File: config.mk
export PLATFORM = sky130hd
export DESIGN_NAME = rad_array_divider
export DESIGN_NICKNAME = d
export VERILOG_FILES = /design/src/rtl/rad_pkg.sv /design/src/rtl/rad_cell.sv /design/src/rtl/rad_sign_cell.sv /design/src/rtl/rad_row.sv /design/src/rtl/rad_array_divider.sv
export SDC_FILE = /design/constraint.sdc
export NUM_CORES = 1
export LEC_CHECK = 0
export BUFFER_PORTS_ARGS = -buffer_cell sky130_fd_sc_hd__buf_4
export CORE_MARGIN = 10
export CORE_UTILIZATION = 25
export DETAILED_ROUTE_END_ITERATION = 12
export PLACE_DENSITY = 0.51
export SYNTH_ARGS = -nofsm -noshare
export SYNTH_HDL_FRONTEND = slang
export SYNTH_SLANG_ARGS = --single-unit
File: constraint.sdc
create_clock -name vclk -period 7.1
set_clock_uncertainty 0.15 [all_clocks]
set_input_delay 0 -clock vclk [all_inputs]
set_output_delay 0 -clock vclk [all_outputs]
set_load 0.02 [all_outputs]
File: src/rtl/rad_pkg.sv
package rad_pkg;

   // Widest array the library accepts; bounds the square of cells.
   localparam int unsigned RAD_MAX_W = 64;

   // Difference bit of x - y - bin.
   function automatic logic rad_fs_diff(input logic x, input logic y, input logic bin);
      return x ^ y ^ bin;
   endfunction

   // Borrow out of x - y - bin: set when x < y + bin.
   function automatic logic rad_fs_borrow(input logic x, input logic y, input logic bin);
      return (~x & (y | bin)) | (y & bin);
   endfunction

endpackage

File: src/rtl/rad_cell.sv
// One array cell: a full subtractor followed by a 2:1 restore multiplexer.
module rad_cell
   import rad_pkg::*;
(
   input  logic r_bit,     // shifted partial-remainder bit
   input  logic d_bit,     // divisor bit
   input  logic b_in,      // borrow from the cell to the right
   input  logic keep,      // row sign: 1 keeps r_bit, 0 takes the difference
   output logic b_out,     // borrow to the cell to the left
   output logic rem_bit    // selected remainder bit for the next row
);

   logic diff;

   assign diff    = rad_fs_diff(r_bit, d_bit, b_in);
   assign b_out   = rad_fs_borrow(r_bit, d_bit, b_in);
   assign rem_bit = keep ? r_bit : diff;

endmodule

File: src/rtl/rad_sign_cell.sv
// Leftmost cell of a row: the divisor bit there is zero and only the borrow
// matters, because the selected remainder is truncated back to N bits.
module rad_sign_cell
   import rad_pkg::*;
(
   input  logic r_bit,
   input  logic b_in,
   output logic neg
);

   assign neg = rad_fs_borrow(r_bit, 1'b0, b_in);

endmodule

File: src/rtl/rad_row.sv
// One quotient-bit row: shift in a dividend bit, subtract the divisor in N+1
// bits, and restore or update the partial remainder based on the borrow sign.
module rad_row #(
   parameter int unsigned N = 4
) (
   input  logic [N-1:0] rem_in,
   input  logic         a_bit,
   input  logic [N-1:0] dvsr,
   output logic [N-1:0] rem_out,
   output logic         neg
);

   localparam int unsigned SW = N + 1;   // subtract width

   logic [SW-1:0] shifted;
   logic [SW-1:0] brw;                   // brw[j] = borrow into cell j

   assign shifted = {rem_in, a_bit};
   assign brw[0]  = 1'b0;

   for (genvar j = 0; j < N; j++) begin : g_cell
      rad_cell u_cell (
         .r_bit   (shifted[j]),
         .d_bit   (dvsr[j]),
         .b_in    (brw[j]),
         .keep    (neg),
         .b_out   (brw[j+1]),
         .rem_bit (rem_out[j])
      );
   end

   rad_sign_cell u_sign (
      .r_bit (shifted[SW-1]),
      .b_in  (brw[SW-1]),
      .neg   (neg)
   );

endmodule

File: src/rtl/rad_array_divider.sv
// Fully unrolled unsigned restoring divider: N rows of N+1 ripple cells.
module rad_array_divider
   import rad_pkg::*;
#(
   parameter int unsigned N = 4
) (
   input  logic [N-1:0] dividend,
   input  logic [N-1:0] divisor,
   output logic [N-1:0] quotient,
   output logic [N-1:0] remainder
);

   if (N < 1 || N > RAD_MAX_W) begin : g_bad_width
      $error("rad_array_divider: N must lie in 1..%0d", RAD_MAX_W);
   end

   // part[i] is the partial remainder entering row i; part[0] starts at zero.
   logic [N-1:0] part [0:N];
   logic [N-1:0] row_neg;

   assign part[0] = '0;

   for (genvar i = 0; i < N; i++) begin : g_row
      rad_row #(.N(N)) u_row (
         .rem_in  (part[i]),
         .a_bit   (dividend[N-1-i]),
         .dvsr    (divisor),
         .rem_out (part[i+1]),
         .neg     (row_neg[i])
      );
      assign quotient[N-1-i] = ~row_neg[i];
   end

   assign remainder = part[N];

endmodule

==> results.py <==
metrics = {
    "sta": {
        "rsz0062_at_grt": "no",
        "setup_viol": 0,
        "fmax_mhz": 149,
        "final_max_slew_viol_count": 0,
        "finalCriticalPeriod_ns": 6.73,
        "relSlewSlack_pct": 73.3,
        "layout_worst_path_cycle_share_pct": 94.7,
        "worst_slack_ns": 0.374,
        "tightest_slew_ns": 0.399,
        "finalSetupTns_ns": 0,
        "hold_violations": 0,
        "holdWs_ns": 0.235,
    },
    "placement": {
        "dp_slack_ns": 0.241,
        "place.port_buffers": 16,
        "gp_congestion": 0.736,
        "place_area_um2": 718,
        "dp_hpwl_mm": 1.20,
    },
    "final_layout": {
        "final_nets": 110,
        "ff_latch_area_um2": 0,
        "fin_util_pct": 34.2,
        "clock_buffers": 0,
        "mostFrequentLayoutCell": "buf_4",
        "layout-drive-gt1-share_pct": 34.5,
        "syn_to_final_growth_pct": 29.3,
        "design_area_um2": 757,
        "antennaDiodeCount": 0,
        "mostFrequentLayoutCells": "20 x buf_4, 16 x inv_1, 8 x fa_1",
        "seq_cell_count": 0,
    },
    "critical_path": {
        "crit_buf_inv": 7,
        "cp-start-kind": "input pin",
        "critPathMaxFanout": 7,
        "slowest_delay_ns": 0.42,
        "end_kind": "primary output",
        "arrival_ns": 6.58,
        "critPathRequiredTime_ns": 6.95,
        "worst_path_max_delay_cell": "fa_1",
        "cpLargestDelayFamily": "adder cells",
        "crit_top_cell": "fa_1",
        "path_class": "in -> out",
    },
    "die": {
        "die_y_um": 68.4,
        "die_area_um2": 4680,
        "ioPinCount": 16,
        "die_w_um": 68.4,
        "initial_utilization_pct": 26.5,
        "core_um2": 2210,
        "num_rows": 17,
    },
    "yosys": {
        "synth.avg_cell_area_um2": 8.61,
        "synth_compound_area_share_pct": 17.7,
        "syn_inst": 68,
        "yosysSeqAreaShare_pct": 0,
        "synth_top_family_by_area": "adder cells",
        "syn_nets": 92,
        "yosysWarnings": 0,
        "yosys.area_share.simple_pct": 14.3,
        "yosys.area_share.adder_pct": 45.7,
        "synth_xor_area_share_pct": 0,
        "syn-cell-area_um2": 586,
        "yosys-mux-area-fraction_pct": 6.20,
        "yosys.cell_types.count": 24,
    },
    "routing": {
        "dr.pass1.iters": 3,
        "vias_per_cell": 4.59,
        "drt_iter0_markers": 10,
        "wl_mm": 1.28,
        "via_count": 514,
        "drc": 0,
        "drt-wirelength-per-cell_um": 11.5,
        "drtAntennaViolNets": 0,
    },
    "global_routing": {
        "grtUsageMet1_pct": 7.28,
        "grt_use_total_pct": 5.47,
        "use_met2_pct": 9.10,
        "grt_pass1_wl_mm": 2.13,
        "grt_overflow": 0,
        "grt_most_used_layer": "met2",
        "grt_max_degree": 9,
        "gr-usage-met3_pct": 1.47,
        "antenna_found_initial": 0,
        "grt_pass1_vias": 487,
    },
    "power": {
        "powerDensity_nw_per_um2": 170,
        "combPwrFrac_pct": 100.0,
        "swShare_pct": 52.8,
        "leakagePower_nw": 0.377,
        "p_seq_share_pct": 0,
        "p_int_mw": 0.0609,
        "clkPwrFrac_pct": 0,
        "vdd_drop_max_uv": 70.3,
        "power.switching_mw": 0.0682,
    },
    "cts": {
        "cts_hold_buf": 0,
    },
    "outcome": {
        "status": "complete, no violations",
    },
    "hold_path": {
        "hp-class": "in -> out",
    },
    "job": {
        "max_cap_viol_count": 0,
    },
}
==> Yosys cell counts (2+ instances only) <==
master / count / area (um2)
a21oi_1: 3 / 15.0
a221o_1: 2 / 20.0
buf_4: 4 / 30.0
fa_1: 9 / 180
ha_1: 7 / 87.6
inv_1: 17 / 63.8
nand2_1: 3 / 11.3
nand4b_1: 2 / 17.5
nor2_1: 4 / 15.0
nor3_1: 2 / 10.0
o21ai_0: 2 / 10.0
==> area by class of cell <==
cell class / count / area (um2)
well taps: 28 / 35.0
repair buffers: 20 / 150
inverters: 17 / 67.6
multi-input cells: 47 / 504
fillers: 243 / 1460
==> cell families (layout without fill, tap and decap cells) <==
group	Yosys count	after routing
muxes	3	3
buffers and inverters	21	37
adders and majority gates	16	16
AOI/OAI and AO/OA	13	13
and+or+nand+nor	15	15
==> power groups by stage <==
| stage | Clock (mW) | Combinational [mW] | Sequential, mW |
|---|---|---|---|
| detailed placement | 0 | 0.123 | 0 |
| global route | 0 | 0.145 | 0 |
| floorplan | 0 | 0.0967 | 0 |
| finish | 0 | 0.129 | 0 |
| CTS | 0 | 0.123 | 0 |
| global placement | 0 | 0.121 | 0 |
==> worst paths after layout <==
kind / from / depth (start not counted) / slack [ns] / endpoint
worst max-delay path: dividend[3] / 30 / 0.37 / remainder[3]
worst min-delay path: dividend[0] / 4 / 0.23 / remainder[0]
==> routing by layer <==
layer,wire [um],vias up
met5,0,-
met4,0,0
met3,76,0
met2,643,8
met1,563,248
li1,-,258
==> stage by stage <==
stage | power [mW] | std cells
global placement | 0.121 | 109
CTS | 0.123 | 109
floorplan | 0.0967 | 68
detailed placement | 0.123 | 109
finish | 0.129 | 112
global route | 0.145 | 112
==> repair_timing <==
| item | CTS | global route |
|---|---|---|
| gates resized for setup | 0 | 4 |
| buffers inserted | 0 | 3 |
| endpoints found under the setup margin | 0 | 3 |
Power figures use the tool's default switching activity.
